`src/rtl/touch_pkg.sv`:
```
package touch_pkg;

  localparam int BYTE_W    = 8;
  localparam int WORD_W    = 2 * BYTE_W;
  localparam int COORD_W   = 12;
  localparam int DROP_BITS = 3;
  localparam int STEP_W    = 3;

  // Fixed order of the six byte transfers inside one chip-select window
  localparam logic [STEP_W-1:0] STEP_X_CMD = 3'd0;
  localparam logic [STEP_W-1:0] STEP_X_HI  = 3'd1;
  localparam logic [STEP_W-1:0] STEP_X_LO  = 3'd2;
  localparam logic [STEP_W-1:0] STEP_Y_CMD = 3'd3;
  localparam logic [STEP_W-1:0] STEP_Y_HI  = 3'd4;
  localparam logic [STEP_W-1:0] STEP_Y_LO  = 3'd5;

  typedef enum logic [2:0] {
    ST_POLL,
    ST_SELECT,
    ST_REQ,
    ST_WAIT,
    ST_SETTLE
  } seq_state_t;

  // Join the two readback bytes and drop the low padding bits
  function automatic logic [COORD_W-1:0] pack_coord(
    input logic [BYTE_W-1:0] hi,
    input logic [BYTE_W-1:0] lo
  );
    logic [WORD_W-1:0] word;
    word = {hi, lo} >> DROP_BITS;
    return word[COORD_W-1:0];
  endfunction

  // Byte driven towards the controller for a given step
  function automatic logic [BYTE_W-1:0] step_tx(
    input logic [STEP_W-1:0] step,
    input logic [BYTE_W-1:0] cmd_x,
    input logic [BYTE_W-1:0] cmd_y
  );
    case (step)
      STEP_X_CMD: return cmd_x;
      STEP_Y_CMD: return cmd_y;
      default:    return '0;
    endcase
  endfunction

endpackage

```
`src/rtl/ts_countdown.sv`:
```
module ts_countdown #(
  parameter int unsigned SPAN = 4
) (
  input  logic clk,
  input  logic rst_n,
  input  logic reload,
  input  logic tick,
  output logic expired
);

  localparam int unsigned CW = (SPAN > 1) ? $clog2(SPAN) : 1;
  localparam logic [CW-1:0] TOP = CW'(SPAN - 1);

  logic [CW-1:0] cnt;

  always_ff @(posedge clk) begin
    if (!rst_n) begin
      cnt <= TOP;
    end else if (reload) begin
      cnt <= TOP;
    end else if (tick && (cnt != '0)) begin
      cnt <= cnt - 1'b1;
    end
  end

  assign expired = (cnt == '0);

endmodule

```
`src/rtl/ts_coord_pack.sv`:
```
module ts_coord_pack
  import touch_pkg::*;
(
  input  logic                 clk,
  input  logic                 rst_n,
  input  logic                 byte_done,
  input  logic [STEP_W-1:0]    step,
  input  logic [BYTE_W-1:0]    rx_byte,
  output logic [COORD_W-1:0]   x_coord,
  output logic [COORD_W-1:0]   y_coord,
  output logic                 coord_valid
);

  logic [BYTE_W-1:0]  x_hi_q;
  logic [BYTE_W-1:0]  y_hi_q;
  logic [COORD_W-1:0] x_pend_q;

  logic take_x_hi;
  logic take_x_lo;
  logic take_y_hi;
  logic take_y_lo;

  assign take_x_hi = byte_done && (step == STEP_X_HI);
  assign take_x_lo = byte_done && (step == STEP_X_LO);
  assign take_y_hi = byte_done && (step == STEP_Y_HI);
  assign take_y_lo = byte_done && (step == STEP_Y_LO);

  always_ff @(posedge clk) begin
    if (!rst_n) begin
      x_hi_q   <= '0;
      y_hi_q   <= '0;
      x_pend_q <= '0;
    end else begin
      if (take_x_hi) x_hi_q   <= rx_byte;
      if (take_x_lo) x_pend_q <= pack_coord(x_hi_q, rx_byte);
      if (take_y_hi) y_hi_q   <= rx_byte;
    end
  end

  // Both axes are published in the same cycle
  always_ff @(posedge clk) begin
    if (!rst_n) begin
      x_coord     <= '0;
      y_coord     <= '0;
      coord_valid <= 1'b0;
    end else begin
      coord_valid <= take_y_lo;
      if (take_y_lo) begin
        x_coord <= x_pend_q;
        y_coord <= pack_coord(y_hi_q, rx_byte);
      end
    end
  end

endmodule

```
`src/rtl/touch_sampler.sv`:
```
module touch_sampler
  import touch_pkg::*;
#(
  parameter int unsigned POLL_CYCLES   = 50_000_000,
  parameter int unsigned SETTLE_CYCLES = 1_000,
  parameter logic [7:0]  CMD_X         = 8'hD0,
  parameter logic [7:0]  CMD_Y         = 8'h90
) (
  input  logic        clk,
  input  logic        rst_n,
  input  logic        pen_n,
  output logic        spi_start,
  output logic [7:0]  spi_tx_byte,
  input  logic        spi_done,
  input  logic [7:0]  spi_rx_byte,
  output logic        cs_n,
  output logic [11:0] x_coord,
  output logic [11:0] y_coord,
  output logic        coord_valid
);

  seq_state_t        state_q, state_d;
  logic [STEP_W-1:0] step_q, step_d;
  logic              cs_n_q;

  // Named internal events
  logic poll_expired;
  logic settle_expired;
  logic check_now;
  logic seq_begin;
  logic byte_done;
  logic settle_begin;
  logic last_byte_done;
  logic xfer_busy;
  logic poll_reload;

  assign check_now      = (state_q == ST_POLL) && poll_expired;
  assign seq_begin      = check_now && !pen_n;
  assign byte_done      = (state_q == ST_WAIT) && spi_done;
  assign settle_begin   = byte_done && (step_q == STEP_X_LO);
  assign last_byte_done = byte_done && (step_q == STEP_Y_LO);
  assign xfer_busy      = (state_q == ST_WAIT);
  assign poll_reload    = (check_now && pen_n) || last_byte_done;

  ts_countdown #(.SPAN(POLL_CYCLES)) poll_tmr_i (
    .clk     (clk),
    .rst_n   (rst_n),
    .reload  (poll_reload),
    .tick    (state_q == ST_POLL),
    .expired (poll_expired)
  );

  ts_countdown #(.SPAN(SETTLE_CYCLES)) settle_tmr_i (
    .clk     (clk),
    .rst_n   (rst_n),
    .reload  (settle_begin),
    .tick    (state_q == ST_SETTLE),
    .expired (settle_expired)
  );

  always_comb begin
    state_d = state_q;
    step_d  = step_q;
    case (state_q)
      ST_POLL: begin
        if (seq_begin) begin
          state_d = ST_SELECT;
          step_d  = STEP_X_CMD;
        end
      end
      ST_SELECT: state_d = ST_REQ;
      ST_REQ:    state_d = ST_WAIT;
      ST_WAIT: begin
        if (byte_done) begin
          if (last_byte_done) begin
            state_d = ST_POLL;
            step_d  = STEP_X_CMD;
          end else if (settle_begin) begin
            state_d = ST_SETTLE;
            step_d  = step_q + 1'b1;
          end else begin
            state_d = ST_REQ;
            step_d  = step_q + 1'b1;
          end
        end
      end
      ST_SETTLE: begin
        if (settle_expired) state_d = ST_REQ;
      end
      default: state_d = ST_POLL;
    endcase
  end

  always_ff @(posedge clk) begin
    if (!rst_n) begin
      state_q <= ST_POLL;
      step_q  <= STEP_X_CMD;
      cs_n_q  <= 1'b1;
    end else begin
      state_q <= state_d;
      step_q  <= step_d;
      if (seq_begin)           cs_n_q <= 1'b0;
      else if (last_byte_done) cs_n_q <= 1'b1;
    end
  end

  assign cs_n        = cs_n_q;
  assign spi_start   = (state_q == ST_REQ);
  assign spi_tx_byte = step_tx(step_q, CMD_X, CMD_Y);

  ts_coord_pack pack_i (
    .clk         (clk),
    .rst_n       (rst_n),
    .byte_done   (byte_done),
    .step        (step_q),
    .rx_byte     (spi_rx_byte),
    .x_coord     (x_coord),
    .y_coord     (y_coord),
    .coord_valid (coord_valid)
  );

endmodule

```
`config.mk`:
```
export PLATFORM = sky130hd
export DESIGN_NAME = touch_sampler
export DESIGN_NICKNAME = d
export VERILOG_FILES = /design/src/rtl/touch_pkg.sv /design/src/rtl/ts_countdown.sv /design/src/rtl/ts_coord_pack.sv /design/src/rtl/touch_sampler.sv
export SDC_FILE = /design/constraint.sdc
export NUM_CORES = 1
export LEC_CHECK = 0
export ABC_AREA = 0
export CORE_MARGIN = 4
export CORE_UTILIZATION = 59
export DETAILED_ROUTE_END_ITERATION = 8
export DONT_BUFFER_PORTS = 1
export PLACE_DENSITY = 0.75
export REMOVE_ABC_BUFFERS = 1
export SLEW_MARGIN = 5
export SYNTH_ARGS = -nofsm -noshare
export SYNTH_HDL_FRONTEND = slang
export SYNTH_HIERARCHICAL = 1
export SYNTH_SLANG_ARGS = --single-unit
```
`constraint.sdc`:
```
create_clock -name clk -period 7.2 [get_ports clk]
set_input_delay 0.72 -clock clk [delete_from_list [all_inputs] [get_ports clk]]
set_output_delay 0.72 -clock clk [all_outputs]
set_load 0.01 [all_outputs]
```
Word level (Yosys, flattened, before mapping):

Index checks and enable logic that the tools add are counted.

* add/subtract/negate cells: 3
* equality and inequality tests: 12
* reduce and logical (&&, ||, !) cells: 24
* bitwise logic cells: 1
* mux-type cells: 13

Operators with widths (count)
* $logic_not 26->1: 1
* $reduce_bool 26->1: 1
* $sub 26x1->26 const B: 1
* $mux 3: 8
* $pmux 8 s2: 1
* $pmux 3 s5: 1
* $eq 3x2->1 const B: 4
* $logic_and 1x1->1: 10
* $logic_not 10->1: 1
* $reduce_bool 10->1: 1
* $sub 10x1->10 const B: 1
* $eq 3x3->1 const B: 3
* $eq 3x1->1 const B: 2
* $logic_not 3->1: 2
* $pmux 3 s2: 1
* $reduce_and 3->1: 2
* $ne 2x2->1 const B: 2
* $reduce_bool 2->1: 2
* $reduce_or 2->1: 2
* $add 3x1->3 const B: 1
* $mux 1: 2
* $ne 2x1->1 const B: 1
* $logic_not 1->1: 1
* $logic_or 1x1->1: 1
* $not 1->1: 1

* output and inout port bits: 35
* word-level logic and storage cells: 64
* flip-flop bits (word level): 94

Longest topological paths before layout:

Gate-level depths: netlist of the first run.

* depth in word-level cells: 7
* depth in mapped cells: 12
* mapped depth without buffers: 10

By module:

The synthesis of the first run kept the hierarchy.

By module, submodules not included
* ts_coord_pack: times used 1, seq. area each 1021.0 um^2, cells each 178, area each 1910.6 um^2
* ts_countdown (poll_tmr_i): times used 1, seq. area each 520.5 um^2, cells each 165, area each 1363.8 um^2
* touch_sampler: times used 1, seq. area each 140.1 um^2, cells each 68, area each 559.3 um^2
* ts_countdown (settle_tmr_i): times used 1, seq. area each 200.2 um^2, cells each 62, area each 551.8 um^2

Worst setup path before layout of the first run:

Ideal clock, no wire load.

* path type: register to register
* start point: reg poll_tmr_i.cnt[18]
* end point: reg poll_tmr_i.cnt[25]
* path buffers: 2
* slack: 4.583 ns
* required time: 7.128 ns
* cell stages (with the launch flop): 12
* arrival: 2.546 ns
* cell sequence: dfxtp_1 -> nor4_1 -> nand3_1 -> or3_1 -> nor3_1 -> nand3_1 -> o21ai_0 -> nand2b_1 -> clkbuf_1 -> clkbuf_1 -> nor2_1 -> mux2i_1

* longest elaborated chain between the ends: 5
* elaborated cells on any way between the ends: 8

RTL lines
* start, declared: line ts_countdown.sv:14 `logic [CW-1:0] cnt;`
* start signal, assigned: line ts_countdown.sv:22 `cnt <= cnt - 1'b1;`
* $logic_not 26->1: line ts_countdown.sv:26 `assign expired = (cnt == '0);`
* named net poll_expired: line touch_sampler.sv:27 `logic poll_expired;`
* $logic_and 1x1->1: line touch_sampler.sv:37 `assign check_now = (state_q == ST_POLL) && poll_expired;`
* $logic_and 1x1->1: line touch_sampler.sv:43 `assign poll_reload = (check_now && pen_n) || last_byte_done;`
* $logic_or 1x1->1: line touch_sampler.sv:43
* named net poll_reload: line touch_sampler.sv:35 `logic poll_reload;`
* $reduce_or 2->1 (no line)

The timed path passes the listed nets, and every way through them passes these cells.
A chain may end at the register's enable or synchronous reset.

Worst setup path in the final report of the first run:

* start point: reg poll_tmr_i.cnt[18]
* end point: reg poll_tmr_i.cnt[17]

The elaborated chain is that of the path after synthesis.

==> impl_summary.md, run 1 <==
Run status
The run finished with clean final reports.

Global route
The number of global-route vias before repair is slightly above 3000. The first global-routing pass estimated between 10000 and 15000 um of wire. The initial antenna violation count is 0.

The aggregate global routing overflow is 0. Across every metal layer, demand over resource in global routing totals 0.194. The pin count of the biggest net entering global routing is 72.

Floorplan
The floorplan step defined a core boundary enclosing slightly above 7000 um2. The initial utilization of the core area, before any placement, comes to 0.605. The die is roughly 94 um tall. The die is roughly 94 um wide. The floorplan has 31 rows. The I/O pin total is 47. The die covers roughly 8900 um2.

Synth
For this run, asynchronously set or reset flops after synthesis account for 0. The synthesized area divided by synthesized cell count is 9.27 um2. For this run, the leading register cell type out of synthesis is dfxtp_1. Ranked by total cell area, the synthesized netlist is headed by dfxtp_1 (43%), mux2i_1 (13%), nand2_1 (6.7%). Summing every instance area after synthesis gives roughly 4400 um2.

The synthesized design contains 94 register bits. The number of cells produced by synthesis is about 470. The post-synthesis cell type with the largest combined area is dfxtp_1. Counting flops with a built-in enable in the synthesized netlist gives 0. Counting distinct cell types in the post-synthesis netlist gives 62.

The Yosys step of the flow raised 6 warnings. The post-synthesis sequential area ratio is 0.429. Of the post-synthesis cell area, the dominant cell type holds 0.429.

Clock network
The clock drives 94 sinks. The tree is rooted in a clkbuf_8. The post-CTS resize count is 0. The number of hold buffers added after CTS was 0. The clock-pin transition on the worst setup and hold timing paths is around 0.10 ns. The later pin in the worst-skew pair is clocked with a latency of 0.36 ns. The CTS tree is built. The H-tree was split into 3 levels. No sink is reached through more buffers than the 2 on the longest clock path. The buffers inserted during post-CTS setup optimization is 0. The clock buffer count from CTS is 9.

Place
Timing analysis after detailed placement gives a worst setup slack of ~4.1 ns. Counting tap cells, the placed design contains a total of 548 instances. Buffers placed on the I/O ports in this run total 0. The post-detailed-placement half-perimeter wirelength is approximately 5600 um.

The final weighted congestion in routability-driven placement is between 0.8 and 0.9.

Timing
Across the routed clock network, the largest skew measured is around 0.0094 ns. The worst-margin pin slew is roughly 1 ns. The minimum setup slack in the final design is 4.12 ns. Setup violations remaining at the end of the flow were counted as 0. The total negative setup slack is 0 ns. In the finished design, the share of the clock period the worst path needs comes to 0.427. The hold violation total from the final report was 0. The final critical-path required period is a little over 3 ns. Hold is met by around 0.46 ns. The normalized max-slew margin is 0.327.

The maximum achievable frequency is 0.325 GHz. The final-report max-slew violation count came to 0. Setup repair after global routing left no endpoint under its margin.

Routing
The count of routing violations after the opening detailed-route iteration is just under 200. Before antenna repair, the detailed router went through 4 iterations. The final route contains approximately 3200 vias. The remaining design rule violation count is 0. Wires add up to 8190 um. The detail-routed via count per cell is ~5.8. Dividing the detail-routed wire length by the instance count gives 14.5 um.

The number of routed nets with antenna violations is 0.

Worst setup path
The capturing element type of the critical path is a flop. The standard cell with the maximum stage delay on the critical path is nand2b_1. The maximum single-stage delay on the critical path is ~0.58 ns. Data arrives at the worst endpoint at between 3 and 4 ns. The critical path required time is about 7.5 ns. The startpoint type of the worst setup path is a flop. For the worst flop-to-flop path, the logic depth is 9.

The largest fanout of any net on the critical path is 16. The library cell appearing most often on the critical path is nand3_1. The critical path class is reg -> reg. Traced cell by cell, the critical path runs through nor4_1 -> nand3_1 -> or3_1 -> nor3_1 -> nand3_1 -> o21ai_0 -> nand2b_1 -> a311oi_1 -> a41oi_1.

Layout
The number of non-filler instances in the completed layout is between 500 and 600. The utilization after layout is 0.623. 0 antenna diodes ended up in the layout. From synthesis to final layout, the design area changed by 3.00%. Counting the fill cells in the layout gives 630. The layout cell share with drive strength beyond 1 is 0.0774. At the end of the flow, the number of nets in the layout was 479.

Power and ir drop
VDD sags by at most 0.145 mV. The standby leakage power is 0.00168 uW. Dividing total power by cell area gives a power density of a little under 200 nW/um2.

Hold path
The path category of the worst min-delay check is in -> reg. Along the worst hold path, the cell count comes to 1.

Run
The number of max-capacitance violations reported is 0.
cell type report:
type	instances	area, um2	share of cell area
clock inverter	6	53.8	0.0119
timing repair buffer	3	22.5	0.00499
inverter	18	67.6	0.0150
tap	99	124	0.0274
clock buffer	10	138	0.0305
multi-input combinational	334	2230	0.494
sequential	94	1880	0.417
kinds of logic after synthesis:
kind of cell | after synthesis | synth area share
AOI/OAI and AO/OA | 63 | 0.102
xor gates and xnor gates | 6 | 0.0120
adders and majority gates | 7 | 0.0200
buffers and inverters | 49 | 0.0659
DFF | 94 | 0.429
muxes | 59 | 0.135
other | 1 | 0.000855
and+or+nand+nor | 194 | 0.235
sequential cells by signal, indices dropped and copies added, names as in the netlist, 3 cells and up:
signal            cells
settle_tmr_i/cnt     10
pack_i/x_hi_q         7
pack_i/y_hi_q         7
pack_i/x_pend_q      12
pack_i/x_coord       12
pack_i/y_coord       12
step_q                3
state_q               3
poll_tmr_i/cnt       26
power by group:
| group | internal [uW] | total [uW] | switching [uW] |
|---|---|---|---|
| sequential | 521 | 522 | 1.02 |
| combinational | 4.40 | 14.6 | 10.2 |
| clock | 141 | 339 | 198 |
| total | 666 | 875 | 209 |
cells in the mapped netlist (2+ instances only):
master	count
a211o_1	2
a211oi_1	4
a21oi_1	11
a311oi_1	4
a31oi_1	6
a41oi_1	3
and2_1	7
and3_1	5
and4bb_2	2
buf_12	2
buf_2	10
buf_4	10
buf_6	3
clkbuf_1	5
dfxtp_1	94
ha_1	7
inv_1	18
mux2i_1	58
nand2_1	78
nand2b_1	5
nand3_1	13
nand4_1	2
nand4b_1	2
nor2_1	21
nor2b_1	6
nor3_1	11
nor3b_1	2
nor4_1	6
nor4b_1	2
o2111ai_1	3
o21ai_0	12
o31ai_1	5
or2_2	6
or3_1	7
or4_1	10
xor2_1	5
layer usage:
metal	part of all wire	GRT usage	vias to the layer above	wire (um)
met5	0	0	-	0
met4	0.011	0.0554	0	89
met3	0.068	0.0681	7	560
met2	0.44	0.298	79	3640
met1	0.48	0.257	1521	3910
li1	-	-	1641	-
worst max-delay path, delay by kind of cell, from the launching register on:
kind            cells  cell delay (ns)
flops               1             0.38
simple gates        6             2.19
compound gates      3             0.43
final timing paths:
| check | startpoint | end | slack, ns |
|---|---|---|---|
| worst max-delay path | poll_tmr_i/cnt[18]$_SDFFE_PP0P_ | poll_tmr_i/cnt[17]$_SDFFE_PP1P_ | 4.12 |
| worst min-delay path | rst_n | cs_n$_SDFFE_PN1P_ | 0.46 |
| worst max register to register | poll_tmr_i/cnt[18]$_SDFFE_PP0P_ | poll_tmr_i/cnt[17]$_SDFFE_PP1P_ | 4.12 |
| worst min register to register | pack_i/x_pend_q[0]$_SDFFE_PN0P_ | pack_i/x_coord[0]$_SDFFE_PN0P_ | 0.47 |
per-stage QoR:
stage / total power, uW / instance area (um2)
after floorplan: 545 / 4180
after global placement: 548 / 4330
after detailed placement: 549 / 4330
after CTS: 882 / 4520
after global routing: 911 / 4520
final: 875 / 4520
cells in the final DEF, fill, tap and decap left out, types with 11 or more instances in the layout:
cell     synthesis  final
inv_1           18     18
nor3_1          11     11
nand3_1         13     13
o21ai_0         12     12
mux2i_1         58     58
a21oi_1         11     11
nand2_1         78     78
dfxtp_1         94     94
nor2_1          21     21
Note: power is estimated with default switching activity, not from simulation.
==> inputs of run 2 (changes only) <==
- clock period: 7.2 -> 2.9 ns (I/O delays scaled with it)
==> run 2 against run 1 <==
Against the previous run: hold slack lost 0.42 ns; clock skew grew 0.00097 ns; final cell count grew 1.8%; sequential cell count is the same; critical endpoint is now step_q[1]$_SDFFE_PN0P_; largest power group unchanged; highest routed layer unchanged.
==> impl_summary.md, run 2 (same netlist as run 1, synthesis figures left out) <==
Run status
Run status: completed (unchanged).

Timing
The final critical-path required period came to 2.66 ns (was 3.08 ns). The hold violation total from the final report was 0 (unchanged). The setup-violating endpoint count in the final report is 0 (unchanged). Unrepaired setup endpoints after global routing: no (unchanged). The total negative setup slack is 0 ns (unchanged). The normalized max-slew margin is 0.478 (was 0.327). The maximum achievable frequency came to 0.375 GHz (was 0.325 GHz). The final-report max-slew violation count came to 0 (unchanged). The largest clock skew in the final design is 0.0103 ns (was 0.00936 ns).

The worst-margin pin slew came to 0.777 ns (was 1.00 ns). The final clock period utilization by the worst path is 0.919 (was 0.427).

Layout
The most common cell after layout, fill and taps aside is dfxtp_1 (unchanged). The final net count was 489 (was 479). Top library cells by usage in the layout, fill and taps aside: dfxtp_1 (94), nand2_1 (78), mux2i_1 (58), nor2_1 (21), inv_1 (18) (unchanged). The final instance area is 4580 um2 (was 4520 um2). The antenna cell count came to 0 (unchanged). The top register by number of flip-flops is poll_tmr_i/cnt (unchanged). The number of flip-flops in the largest register is 26 (unchanged).

The growth of design area from synthesis to finish is 4.54% (was 3.00%). The utilization after layout came to 0.632 (was 0.623). The layout cell share with drive strength beyond 1 was 0.0968 (was 0.0774).

Power and ir drop
The share of power burned in combinational logic is 0.017 (about the same). The internal power is 1630 uW (was 666 uW). The part of the power in the clock network came to 0.372 (was 0.387).

The net load switching power is 495 uW (was 209 uW). The sequential share of power is 0.611 (was 0.596). The power per standard cell area is 463 nW/um2 (was 194 nW/um2). The share of total power consumed by net switching is 0.233 (was 0.239). The standby leakage power came to 0.00174 uW (was 0.00168 uW). The maximum VDD drop is 0.280 mV (was 0.145 mV).

Worst setup path
The standard cell with the maximum stage delay on the critical path is or4b_1 (was nand2b_1). The top cell family by delay on the critical path is simple AND/OR/NAND/NOR gates (unchanged). The slack of the worst reg-to-reg path was 0.24 ns (was 4.12 ns). The startpoint type of the worst setup path is a flop (unchanged). The number of buffers and inverters on the critical path is 1 (was 0). Ordered list of cells on the worst path: inv_1 -> ha_1 -> or4b_1 -> nand2b_1 -> nor3_1 -> or4b_4 -> a21oi_4 -> mux2i_1 (was nor4_1 -> nand3_1 -> or3_1 -> nor3_1 -> nand3_1 -> o21ai_0 -> nand2b_1 -> a311oi_1 -> a41oi_1). The maximum single-stage delay on the critical path is 0.55 ns (was 0.58 ns). The critical path required time came to 3.19 ns (was 7.48 ns). The data arrival time at the worst-slack endpoint is 2.95 ns (was 3.36 ns). The largest fanout of any net on the critical path is 7 (was 16). The critical path class was reg -> reg (unchanged).

The capturing element type of the critical path is a flop (unchanged).

Routing
The remaining design rule violation count came to 0 (unchanged). The number of routed nets with antenna violations is 0 (unchanged). The count of routing violations after the opening detailed-route iteration is 147 (was 197). The total detailed-routing wirelength is 8350 um (was 8190 um). The total via count after detailed routing is 3292 (was 3248). The detailed-routing iteration count for the pre-antenna-repair pass is 4 (unchanged). The detail-routed via count per cell is 5.74 (was 5.76). The routed length per instance is 14.5 um (about the same).

Clock network
The buffers inserted during post-CTS setup optimization is 0 (unchanged). The clock sink total was 94 (unchanged). The latest clock arrival within the worst-skew pair was 0.36 ns (about the same).

The clock root buffer is clkbuf_8 (unchanged). The post-CTS resize count is 0 (unchanged). The maximum level of the CTS H-tree is 3 (unchanged).

The CTS tree is built (unchanged). The clock buffer count from CTS was 9 (unchanged). The clock-pin transition on the worst setup and hold timing paths is 0.10 ns (about the same).

The cts-stage hold buffer count is 0 (unchanged). The clock tree buffer depth was 2 (unchanged).

Global route
The aggregate global routing overflow is 0 (unchanged). The global-route wire length before repair was 13800 um (was 14000 um). The pin count of the biggest net entering global routing is 72 (unchanged). The total routing usage reported by global routing is 0.193 (was 0.194). The initial antenna violation count is 0 (unchanged). The number of global-route vias before repair was 3096 (was 3018).

Floorplan
The I/O pin total is 47 (unchanged). The placeable core region came to 7250 um2 (unchanged). The die width is 94.2 um (unchanged). The initial standard-cell utilization of the core is 0.605 (unchanged).

The chip height is 94.2 um (unchanged). The standard-cell row count is 31 (unchanged). The die outline area is 8880 um2 (unchanged).

Run
The number of max-capacitance violations reported is 0 (unchanged).

Place
The instance area after placement was 4400 um2 (was 4330 um2). The final weighted congestion in routability-driven placement is 0.828 (was 0.827). The post-detailed-placement half-perimeter wirelength is 5690 um (was 5580 um). The number of I/O port buffers came to 0 (unchanged).

Hold path
The path category of the worst min-delay check was in -> reg (unchanged).
## run 2: final timing paths
kind	startpoint	end	cells after the start
worst max-delay path	poll_tmr_i/cnt[0]$_SDFFE_PP1P_	step_q[1]$_SDFFE_PN0P_	8
worst min-delay path	rst_n	pack_i/coord_valid$_SDFF_PN0_	2
worst max register to register	poll_tmr_i/cnt[0]$_SDFFE_PP1P_	step_q[1]$_SDFFE_PN0P_	8
worst min register to register	pack_i/x_pend_q[7]$_SDFFE_PN0P_	pack_i/x_pend_q[7]$_SDFFE_PN0P_	2
## run 2: layout make-up
cell class	instances	area (um2)
Fill cell	640	2670
Multi-Input combinational cell	334	2230
Sequential cell	94	1880
Clock buffer	9	124
Tap cell	99	124
Timing Repair Buffer	13	97.6
Inverter	18	67.6
Clock inverter	7	60.1
## run 2: through the flow
step	cells	power (uW)	hold WS [ns]	setup WS (ns)
after floorplan	446	1350	0.366	0.216
after global placement	558	1360	0.383	0.323
after detailed placement	558	1360	0.389	0.253
after CTS	574	2160	0.00884	0.233
after global routing	574	2210	0.0249	0.0631
final	574	2120	0.0418	0.235
## run 2: layer usage
| metal | track usage | share of wire | wire length [um] |
|---|---|---|---|
| met1 | 0.242 | 0.47 | 3880 |
| met2 | 0.310 | 0.47 | 3890 |
| met3 | 0.0625 | 0.054 | 454 |
| met4 | 0.0710 | 0.014 | 114 |
| met5 | 0 | 0 | 0 |
## run 2: power groups by stage
| stage | Combinational [uW] | Sequential (uW) | Clock, uW |
|---|---|---|---|
| final | 37.1 | 1300 | 789 |
| after global routing | 41.7 | 1300 | 869 |
| after CTS | 36.9 | 1300 | 824 |
| after detailed placement | 36.8 | 1330 | 0 |
| after global placement | 35.8 | 1330 | 0 |
| after floorplan | 26.8 | 1330 | 0 |
==> inputs of run 3 (changes only) <==
- CORE_UTILIZATION: 59 -> 57
- clock period: 2.9 -> 2.3 ns (I/O delays scaled with it)
==> run 3 against run 2 <==
Against the previous run: the run now ends with negative setup slack left; sequential cell count did not move; critical path depth fell by 1; via count is 7.9% higher; critical path type unchanged; largest cell class unchanged.
==> impl_summary.md, run 3 (same netlist as run 1, synthesis figures left out) <==
Worst setup path
The slack of the worst reg-to-reg path is -0.09 ns (was 0.24 ns). The largest fanout of any net on the critical path is 5 (was 7). The critical path class is reg -> reg (unchanged).

The startpoint type of the worst setup path is a flop (unchanged). The number of cell instances on the worst register-to-register path was 7 (was 8). The capturing element type of the critical path is a flop (unchanged). The critical path required time was 2.56 ns (was 3.19 ns).

The data arrival time at the worst-slack endpoint is 2.65 ns (was 2.95 ns).

Place
The post-detailed-placement half-perimeter wirelength was 6370 um (was 5690 um). The final weighted congestion in routability-driven placement is 0.868 (was 0.828). The number of placed instances, taps included is 595 (was 558). The number of I/O port buffers is 0 (unchanged). The post-placement setup slack is -0.187 ns (was 0.253 ns).

The instance area after placement came to 4680 um2 (was 4400 um2).

Routing
The total via count after detailed routing was 3552 (was 3292). The remaining design rule violation count was 0 (unchanged). The routed length per instance is 16.0 um (was 14.5 um). The total detailed-routing wirelength is 9880 um (was 8350 um). The detail-routed via count per cell is 5.75 (was 5.74). The number of routed nets with antenna violations is 0 (unchanged). The count of routing violations after the opening detailed-route iteration is 176 (was 147). The detailed-routing iteration count for the pre-antenna-repair pass is 5 (was 4).

Floorplan
The chip height came to 95.7 um (was 94.2 um). The I/O pin total is 47 (unchanged). The die outline area is 9160 um2 (was 8880 um2). The die width came to 95.7 um (was 94.2 um).

The placeable core region is 7370 um2 (was 7250 um2). The initial standard-cell utilization of the core came to 0.595 (was 0.605). The standard-cell row count is 31 (unchanged).

Timing
The setup-violating endpoint count in the final report is 9 (was 0). The final clock period utilization by the worst path is 1.04 (was 0.919). The total negative setup slack was -0.242 ns (was 0 ns). The worst-margin pin slew is 0.959 ns (was 0.777 ns). The final-layout worst hold slack is 0.0116 ns (was 0.0418 ns). The final-report max-slew violation count is 0 (unchanged).

The final critical-path required period is 2.39 ns (was 2.66 ns). The maximum achievable frequency is 0.418 GHz (was 0.375 GHz). The minimum setup slack in the final design came to -0.0922 ns (was 0.235 ns). The hold violation total from the final report is 0 (unchanged).

The normalized max-slew margin is 0.355 (was 0.478). Unrepaired setup endpoints after global routing: yes (was no). The largest clock skew in the final design is 0.0116 ns (was 0.0103 ns).

Layout
The growth of design area from synthesis to finish came to 18.3% (was 4.54%). The final net count was 533 (was 489). The number of flip-flops in the largest register was 26 (unchanged). The register area is 1880 um2 (about the same). The number of non-filler instances in the completed layout is 618 (was 574). The layout cell share with drive strength beyond 1 is 0.243 (was 0.0968).

The top register by number of flip-flops is poll_tmr_i/cnt (unchanged). The final instance area is 5190 um2 (was 4580 um2). The area used by multi-input combinational logic is 2460 um2 (was 2230 um2). The antenna cell count is 0 (unchanged). The most common cell after layout, fill and taps aside was dfxtp_1 (unchanged). Top library cells by usage in the layout, fill and taps aside: dfxtp_1 (92), nand2_1 (77), mux2i_1 (58), buf_4 (49), nor2_1 (20) (was dfxtp_1 (94), nand2_1 (78), mux2i_1 (58), nor2_1 (21), inv_1 (18)). The fill cell total of the finished layout is 561 (was 640).

Clock network
The CTS tree is built (unchanged). The clock-pin transition on the worst setup and hold timing paths is 0.11 ns (was 0.10 ns). The latest clock arrival within the worst-skew pair is 0.36 ns (about the same). The clock tree buffer depth was 2 (unchanged). The clock buffer count from CTS is 9 (unchanged).

The maximum level of the CTS H-tree is 3 (unchanged). The clock root buffer was clkbuf_8 (unchanged). The clock sink total was 94 (unchanged).

Global route
The global-route wire length before repair is 15700 um (was 13800 um). The pin count of the biggest net entering global routing was 70 (was 72). The initial antenna violation count is 0 (unchanged). The number of global-route vias before repair was 3454 (was 3096). The total routing usage reported by global routing is 0.215 (was 0.193). The aggregate global routing overflow is 0 (unchanged).

Run
The number of max-capacitance violations reported is 0 (unchanged).

Power and ir drop
The standby leakage power came to 0.00199 uW (was 0.00174 uW). The power per standard cell area came to 537 nW/um2 (was 463 nW/um2). The maximum VDD drop came to 0.488 mV (was 0.280 mV).

Run status
Run status: finished with violations (was completed). The checks that failed: negative setup slack.

Hold path
The count of cells along the worst hold path is 2 (unchanged). The path category of the worst min-delay check is in -> reg (unchanged).
run 3: cell types whose count changed in the layout (fill, tap and decap cells not counted), sizes merged:
cell / previous run / this run
clkinv: 5 / 3
dlygate4sd3: 0 / 2
clkinvlp: 1 / 2
buf: 13 / 55
inv: 19 / 20
run 3: area by class of cell:
| type | count | area share |
|---|---|---|
| Multi-Input combinational cell | 334 | 0.475 |
| Timing Repair Buffer | 57 | 0.0878 |
| Inverter | 18 | 0.0130 |
| Sequential cell | 94 | 0.363 |
| Tap cell | 99 | 0.0239 |
| Clock inverter | 7 | 0.0133 |
| Clock buffer | 9 | 0.0239 |
run 3: what timing repair did:
action,CTS,global route
pin swaps,2,22
hold buffers,1,1
cloned,1,0
endpoints found under the setup margin,22,26
hold endpoints to repair,3,1
buffers inserted,0,4
resized for setup,17,40
run 3: stage by stage:
stage                     power, uW  utilization
after floorplan                1700            -
after global placement         1730        0.635
after detailed placement       1730        0.635
after CTS                      2780        0.673
after global routing           2900        0.704
final                          2780        0.704
run 3: routing by layer:
| metal | wire length, um | GRT usage | up-vias | share of wire |
|---|---|---|---|---|
| met2 | 4880 | 0.351 | 89 | 0.49 |
| li1 | - | - | 1765 | - |
| met5 | 0 | 0 | - | 0 |
| met1 | 4330 | 0.275 | 1683 | 0.44 |
| met3 | 525 | 0.0524 | 15 | 0.053 |
| met4 | 151 | 0.0841 | 0 | 0.015 |
run 3: critical path, cell delays in order (launching register included):
cell	delay (ns)
dfxtp_2	0.34
inv_2	0.08
ha_4	0.12
or4b_4	0.48
or4_4	0.58
or4_4	0.44
mux2i_1	0.19
nor2_1	0.06
run 3: power breakdown:
| group | switching, uW | total (uW) | internal, uW |
|---|---|---|---|
| sequential | 3.08 | 1630 | 1630 |
| clock | 652 | 1070 | 418 |
| combinational | 45.4 | 81.2 | 35.7 |
run 3: final timing paths:
check,start,to
min,rst_n,pack_i/y_coord[2]$_SDFFE_PN0P_
max reg2reg,poll_tmr_i/cnt[0]$_SDFFE_PP1P_,poll_tmr_i/cnt[16]$_SDFFE_PP0P_
min reg2reg,pack_i/y_hi_q[1]$_SDFFE_PN0P_,pack_i/y_coord[6]$_SDFFE_PN0P_
max,poll_tmr_i/cnt[0]$_SDFFE_PP1P_,poll_tmr_i/cnt[16]$_SDFFE_PP0P_
